`config.mk`:
```
export PLATFORM = sky130hd
export DESIGN_NAME = adc_sample_fifo
export DESIGN_NICKNAME = d
export VERILOG_FILES = /design/src/rtl/afifo_pkg.sv /design/src/rtl/afifo_store.sv /design/src/rtl/afifo_irq.sv /design/src/rtl/adc_sample_fifo.sv
export SDC_FILE = /design/constraint.sdc
export NUM_CORES = 1
export LEC_CHECK = 0
export BUFFER_PORTS_ARGS = -buffer_cell sky130_fd_sc_hd__buf_2
export CORE_ASPECT_RATIO = 1.25
export CORE_MARGIN = 2
export CORE_UTILIZATION = 44
export DETAILED_ROUTE_END_ITERATION = 8
export GPL_TIMING_DRIVEN = 0
export MAX_ROUTING_LAYER = met4
export PLACE_DENSITY = 0.63
export REMOVE_ABC_BUFFERS = 1
export SLEW_MARGIN = 10
export SYNTH_ARGS = -nofsm -noshare
export SYNTH_HDL_FRONTEND = slang
export SYNTH_SLANG_ARGS = --single-unit
```
`constraint.sdc`:
```
create_clock -name clk_i -period 7.7 [get_ports clk_i]
set_input_delay 1.54 -clock clk_i [delete_from_list [all_inputs] [get_ports clk_i]]
set_output_delay 1.54 -clock clk_i [all_outputs]
set_load 0.01 [all_outputs]
```
`src/rtl/afifo_pkg.sv`:
```
package afifo_pkg;

    localparam int IRQ_N   = 3;
    localparam int IRQ_LVL = 0;
    localparam int IRQ_OVF = 1;
    localparam int IRQ_UDF = 2;

    typedef enum logic [2:0] {
        RA_CTRL   = 3'd0,
        RA_LEVEL  = 3'd1,
        RA_COUNT  = 3'd2,
        RA_DATA   = 3'd3,
        RA_REQ    = 3'd4,
        RA_SET    = 3'd5,
        RA_MASK   = 3'd6,
        RA_MASKED = 3'd7
    } reg_addr_e;

    typedef enum logic [0:0] {
        ST_OFF = 1'b0,
        ST_RUN = 1'b1
    } run_state_e;

    typedef struct packed {
        logic route_trig;
        logic auto_clr;
        logic tag_en;
        logic use_fifo;
    } ctrl_t;

endpackage

```
`src/rtl/afifo_store.sv`:
```
module afifo_store #(
    parameter int DEPTH = 64,
    parameter int W     = 20,
    localparam int PW   = (DEPTH > 1) ? $clog2(DEPTH) : 1,
    localparam int CW   = $clog2(DEPTH + 1)
) (
    input  logic          clk_i,
    input  logic          rst_ni,
    input  logic          clr_i,
    input  logic          push_i,
    input  logic          pop_i,
    input  logic [W-1:0]  wdata_i,
    output logic [W-1:0]  rdata_o,
    output logic [CW-1:0] count_o,
    output logic          full_o,
    output logic          empty_o
);

    logic [W-1:0]  mem_q [DEPTH];
    logic [PW-1:0] wp_q, rp_q;
    logic [CW-1:0] cnt_q;

    always_ff @(posedge clk_i) begin
        if (push_i) mem_q[wp_q] <= wdata_i;
    end

    always_ff @(posedge clk_i or negedge rst_ni) begin
        if (!rst_ni) begin
            wp_q  <= '0;
            rp_q  <= '0;
            cnt_q <= '0;
        end else if (clr_i) begin
            wp_q  <= '0;
            rp_q  <= '0;
            cnt_q <= '0;
        end else begin
            if (push_i) wp_q <= (wp_q == PW'(DEPTH - 1)) ? '0 : wp_q + 1'b1;
            if (pop_i)  rp_q <= (rp_q == PW'(DEPTH - 1)) ? '0 : rp_q + 1'b1;
            unique case ({push_i, pop_i})
                2'b10:   cnt_q <= cnt_q + 1'b1;
                2'b01:   cnt_q <= cnt_q - 1'b1;
                default: cnt_q <= cnt_q;
            endcase
        end
    end

    assign rdata_o = mem_q[rp_q];
    assign count_o = cnt_q;
    assign full_o  = (cnt_q == CW'(DEPTH));
    assign empty_o = (cnt_q == '0);

endmodule

```
`src/rtl/afifo_irq.sv`:
```
module afifo_irq
    import afifo_pkg::*;
(
    input  logic             clk_i,
    input  logic             rst_ni,
    input  logic             clr_i,
    input  logic             lvl_evt_i,
    input  logic             route_i,
    input  logic             ovf_i,
    input  logic             udf_i,
    input  logic             pop_i,
    input  logic             auto_clr_i,
    input  logic [IRQ_N-1:0] sw_set_i,
    input  logic [IRQ_N-1:0] sw_clr_i,
    output logic [IRQ_N-1:0] req_o,
    output logic             trig_o
);

    logic [IRQ_N-1:0] req_q, hw_set, auto_mask;

    always_comb begin
        hw_set            = '0;
        hw_set[IRQ_LVL]   = lvl_evt_i & ~route_i;
        hw_set[IRQ_OVF]   = ovf_i;
        hw_set[IRQ_UDF]   = udf_i;
        auto_mask          = '0;
        auto_mask[IRQ_LVL] = pop_i & auto_clr_i;
    end

    always_ff @(posedge clk_i or negedge rst_ni) begin
        if (!rst_ni) begin
            req_q  <= '0;
            trig_o <= 1'b0;
        end else if (clr_i) begin
            req_q  <= '0;
            trig_o <= 1'b0;
        end else begin
            req_q  <= (req_q & ~sw_clr_i & ~auto_mask) | sw_set_i | hw_set;
            trig_o <= lvl_evt_i & route_i;
        end
    end

    assign req_o = req_q;

endmodule

```
`src/rtl/adc_sample_fifo.sv`:
```
module adc_sample_fifo
    import afifo_pkg::*;
#(
    parameter int DEPTH   = 64,
    parameter int SMP_W   = 16,
    parameter int CH_W    = 4,
    parameter int LEVEL_W = 9,
    parameter int DATA_W  = 32
) (
    input  logic              clk_i,
    input  logic              rst_ni,
    input  logic              conv_en_i,
    input  logic              smp_valid_i,
    input  logic [SMP_W-1:0]  smp_value_i,
    input  logic [CH_W-1:0]   smp_chan_i,
    input  logic [2:0]        reg_addr_i,
    input  logic              reg_wr_i,
    input  logic              reg_rd_i,
    input  logic [DATA_W-1:0] reg_wdata_i,
    output logic [DATA_W-1:0] reg_rdata_o,
    output logic              irq_o,
    output logic              trig_o
);

    localparam int CNT_W   = $clog2(DEPTH + 1);
    localparam int ENTRY_W = SMP_W + CH_W;

    run_state_e       state_q, state_d;
    ctrl_t            ctrl_q;
    logic [LEVEL_W-1:0] level_q;
    logic [IRQ_N-1:0] mask_q, req, sw_set, sw_clr;
    logic             run, clr, route_trig;
    logic             pop_req, push_acc, pop_acc, ovf, udf, lvl_evt;
    logic [ENTRY_W-1:0] head;
    logic [CNT_W-1:0] count;
    logic             full, empty;
    reg_addr_e        addr;

    assign addr       = reg_addr_e'(reg_addr_i);
    assign route_trig = ctrl_q.route_trig;

    // state register
    always_ff @(posedge clk_i or negedge rst_ni) begin
        if (!rst_ni) state_q <= ST_OFF;
        else         state_q <= state_d;
    end

    // next state
    always_comb begin
        state_d = state_q;
        unique case (state_q)
            ST_OFF: if (conv_en_i && ctrl_q.use_fifo)    state_d = ST_RUN;
            ST_RUN: if (!(conv_en_i && ctrl_q.use_fifo)) state_d = ST_OFF;
            default: state_d = ST_OFF;
        endcase
    end

    // state outputs
    always_comb begin
        run = 1'b0;
        clr = 1'b1;
        unique case (state_q)
            ST_OFF: begin run = 1'b0; clr = 1'b1; end
            ST_RUN: begin run = 1'b1; clr = 1'b0; end
            default: begin run = 1'b0; clr = 1'b1; end
        endcase
    end

    assign pop_req  = reg_rd_i && (addr == RA_DATA);
    assign pop_acc  = run && pop_req && !empty;
    assign push_acc = run && smp_valid_i && (!full || pop_acc);
    assign ovf      = run && smp_valid_i && full && !pop_acc;
    assign udf      = run && pop_req && empty;
    assign lvl_evt  = push_acc && !pop_acc &&
                      ((LEVEL_W'(count) + 1'b1) == level_q);

    // configuration registers
    always_ff @(posedge clk_i or negedge rst_ni) begin
        if (!rst_ni) begin
            ctrl_q  <= '0;
            level_q <= LEVEL_W'(1);
            mask_q  <= '0;
        end else if (reg_wr_i) begin
            unique case (addr)
                RA_CTRL:  ctrl_q  <= ctrl_t'(reg_wdata_i[3:0]);
                RA_LEVEL: level_q <= reg_wdata_i[LEVEL_W-1:0];
                RA_MASK:  mask_q  <= reg_wdata_i[IRQ_N-1:0];
                default:  ;
            endcase
        end
    end

    assign sw_set = (reg_wr_i && addr == RA_SET) ? reg_wdata_i[IRQ_N-1:0] : '0;
    assign sw_clr = (reg_wr_i && addr == RA_REQ) ? reg_wdata_i[IRQ_N-1:0] : '0;

    afifo_store #(.DEPTH(DEPTH), .W(ENTRY_W)) u_store (
        .clk_i   (clk_i),
        .rst_ni  (rst_ni),
        .clr_i   (clr),
        .push_i  (push_acc),
        .pop_i   (pop_acc),
        .wdata_i ({smp_chan_i, smp_value_i}),
        .rdata_o (head),
        .count_o (count),
        .full_o  (full),
        .empty_o (empty)
    );

    afifo_irq u_irq (
        .clk_i      (clk_i),
        .rst_ni     (rst_ni),
        .clr_i      (clr),
        .lvl_evt_i  (lvl_evt),
        .route_i    (ctrl_q.route_trig),
        .ovf_i      (ovf),
        .udf_i      (udf),
        .pop_i      (pop_acc),
        .auto_clr_i (ctrl_q.auto_clr),
        .sw_set_i   (sw_set),
        .sw_clr_i   (sw_clr),
        .req_o      (req),
        .trig_o     (trig_o)
    );

    assign irq_o = |(req & mask_q);

    // read mux
    always_comb begin
        reg_rdata_o = '0;
        unique case (addr)
            RA_CTRL:   reg_rdata_o = DATA_W'(ctrl_q);
            RA_LEVEL:  reg_rdata_o = DATA_W'(level_q);
            RA_COUNT:  reg_rdata_o = DATA_W'(count);
            RA_DATA:   if (run && !empty)
                           reg_rdata_o = DATA_W'({ctrl_q.tag_en ? head[ENTRY_W-1:SMP_W]
                                                                : {CH_W{1'b0}},
                                                  head[SMP_W-1:0]});
            RA_REQ:    reg_rdata_o = DATA_W'(req);
            RA_SET:    reg_rdata_o = DATA_W'(req);
            RA_MASK:   reg_rdata_o = DATA_W'(mask_q);
            RA_MASKED: reg_rdata_o = DATA_W'(req & mask_q);
            default:   reg_rdata_o = '0;
        endcase
    end

endmodule

```
==> results.txt <==
The start point of the critical path is u_store.rp_q[4]. Of the cells placed in the final design, the portion with a size suffix greater than 1 is 30.1%. The number of synthesized register bits came out at 1,320.

In this run the worst setup path terminates at reg_rdata_o[13]. The cell area that synthesis handed to floorplanning was 0.0517 mm2. The number of sinks on the clock net came out at 1,320. The part of the Yosys area used for sequential elements came out at 76.2%. The core box area is 0.117 mm2. Ranked by instance count, the synthesized netlist is headed by edfxtp_1, mux4_2, nor2_1. The clock root buffer is clkbuf_16. The final critical path takes up 86.2% of the cycle. In the routed design, unresolved DRC markers number 0. The post-cts resize count is 0. For this run, the leading register cell type out of synthesis is edfxtp_1. The area growth from synthesis to layout is 15.5%.

The count of max-cap constraint violations came out at 0. The horizontal extent of the die came out at 311 um. After detailed routing, the average wire length per cell comes to 30.6 um. The die area came out at 0.120 mm2.

The final max-slew violation count is 0. The vias per cell came out at 6.04. STA classifies the critical path endpoint as a primary output. Derived from the worst setup path, the maximum achievable clock frequency is 0.151 GHz. The number of clock buffers inserted by TritonCTS is 114. The die height is 387 um.

The worst clock skew is 19.0 ps. The worst path in the final design needs a cycle of 6640 ps, including I/O delays and setup. The worst hold path begins at ctrl_q[0]. The total number of vias is 25,000.

No sink is reached through more buffers than the 3 on the longest clock path. Entering global routing, the biggest net connects 65 pins. The yosys synthesis warning count is 0. The number of enable flip-flop cells after synthesis came out at 1,280. The final wirelength is 127 mm. In this run the critical register-to-register path is launched from state_q.

The worst hold path belongs to the class flip-flop to flip-flop. The endpoint of the worst register-to-register path is u_store.mem_q[62][4]. The cts-stage hold buffer count is 0. Buffers placed on the I/O ports in this run total 59. The first detailed-routing pass took 8 iterations.

Once detail routing completed, the nets flagged for antenna violations numbered 0. The largest total area in the synthesized netlist belongs to edfxtp_1. The async set-reset flop share out of synthesis came out at 3.03%. The total half-perimeter wirelength after legalization and detailed placement is 78.7 mm.

The cell area power density came out at 239 mW/mm2. For the pin with the worst max-slew slack, the measured transition is 1330 ps. The boundary pin count came out at 95. The number of hold-slack violations in the final timing report is 0. The standard-cell row count came out at 140. The number of global-route vias before repair came out at 25,500.

The worst-case vdd ir drop came out at 166 uV. The number of buffers inserted to repair setup after CTS is 0. The static leakage came out at 18.1 nW. The dominant cell by count in the synthesized netlist is edfxtp_1. The top-area cell type share of the netlist area came out at 74.3%.

The overall overflow remaining after global route is 0. The synthesized area per cell is 21.9 um2. The effective utilization at floorplan is 44.3%. Setup repair after global routing left no endpoint under its margin. The endpoint required time on the critical path is 6160 ps. The count of H-tree levels built during CTS is 3. The run finished with clean final reports.

Hold is met by 528 ps. The total track usage came out at 21.7%. The clock edge transition at the registers on the reported setup and hold paths came out at 70 ps. The wire length of the first global-routing pass came out at 183 mm. The unique cell type count in the Yosys netlist came out at 68. The worst-case register-to-register setup slack came out at 3160 ps. The clock latency on the worst-skew pair came out at 720 ps. STA puts the critical path data arrival time at 5100 ps. At the end of the flow the core is filled with cells to 51.2%. The congestion estimate from routability-driven global placement came to 0.865. The net count reported at finish came out at 2,549. The final setup violation count came out at 0.

The count of routing violations after the opening detailed-route iteration is 3,359. The depth of the worst register-to-register path came out at 6. By startpoint and endpoint, the worst setup path is classified as flip-flop to primary output. Synthesis produced 2,359 cells. The worst pin sits at a relative slew slack of 11.3%. Sorting the synthesized cells by area gives the leading types as edfxtp_1, mux4_2, dfrtp_1, mux2i_1, nor2_1.

The maximum fanout count along the critical path is 22. The nature of the critical path startpoint is a flip-flop. The initial antenna violation count is 5. TritonCTS built the clock tree.
metrics by stage:
stage | setup slack [ps] | cells | TNS, ps | instance area [um2] | total power, mW
CTS | 1330 | 4141 | 0 | 59700 | 14.4
global placement | -16160 | 3849 | -331080 | 53300 | 8.39
global route | 1130 | 4146 | 0 | 59800 | 14.7
detailed placement | 1560 | 3925 | 0 | 55700 | 8.40
floorplan | -7810 | 2228 | -171330 | 51000 | 8.21
finish | 1060 | 4146 | 0 | 59800 | 14.3
metal layers:
layer | vias to the layer above | global-route usage [%] | part of all wire (%)
met3 | 228 | 3.45 | 7.8
met2 | 1185 | 35.7 | 51
li1 | 10200 | - | -
met5 | - | - | 0
met4 | 0 | 7.55 | 3.2
met1 | 13400 | 27.6 | 38
cell usage in the layout, fill, tap and decap left out, types with 18 or more instances in the layout:
cell,count
a21oi_1,24
a22oi_1,27
buf_12,18
buf_16,59
buf_2,56
bufinv_16,20
clkbuf_16,117
clkinv_1,25
clkinv_2,28
dfrtp_1,35
edfxtp_1,1280
inv_1,21
mux2_2,18
mux2i_1,55
mux4_2,360
nand2_1,60
nand3_1,33
nor2_1,24
nor2_4,63
nor2b_1,23
o21ai_0,32
cell type report:
| cell class | count | area, um2 |
|---|---|---|
| antenna | 2 | 5.00 |
| clock buffer | 130 | 3010 |
| clock inverter | 86 | 973 |
| fill | 8942 | 56900 |
| inverter | 23 | 88.8 |
| multi-input combinational | 885 | 12000 |
| sequential | 1320 | 39500 |
| tap | 1562 | 1950 |
| timing repair buffer | 138 | 2300 |
where the power goes:
part / switching (mW) / total, mW / internal (mW)
logic: 0.221 / 0.307 / 0.0863
registers: 0.0409 / 7.95 / 7.91
clock network: 2.57 / 6.05 / 3.48
total: 2.84 / 14.3 / 11.5
state kept, by name (all words and copies together) (netlist names), 3 cells and up:
name,cells
u_store.mem_q,1280
level_q,9
u_store.count_o,7
u_store.rp_q,6
u_store.wp_q,6
ctrl_q,3
mask_q,3
u_irq.req_o,3
worst min-delay path by stage:
stage,to,depth (start not counted),slack (ps)
2_1_floorplan,u_irq.req_o[0],1,450
3_3_place_gp,state_q,1,510
3_5_place_dp,state_q,1,520
4_1_cts,state_q,1,530
5_1_grt,state_q,1,560
6_report,state_q,1,530
worst max-delay path, cell delays in order, from the launching register on:
cell,delay [ps]
dfrtp_1,960
inv_1,880
nor3_1,1310
a22oi_1,590
nand3_1,430
buf_2,200
cell families after synthesis:
group | count (synthesis) | share of synthesized area, %
mux | 434 | 17.2
xor+xnor | 11 | 0.186
simple gates | 263 | 2.46
buf+inv | 165 | 1.60
flops | 1320 | 76.2
other cells | 1 | 0.00725
fa+ha+maj | 6 | 0.145
compound gates | 159 | 2.20
(Power assumes the default switching activity.)
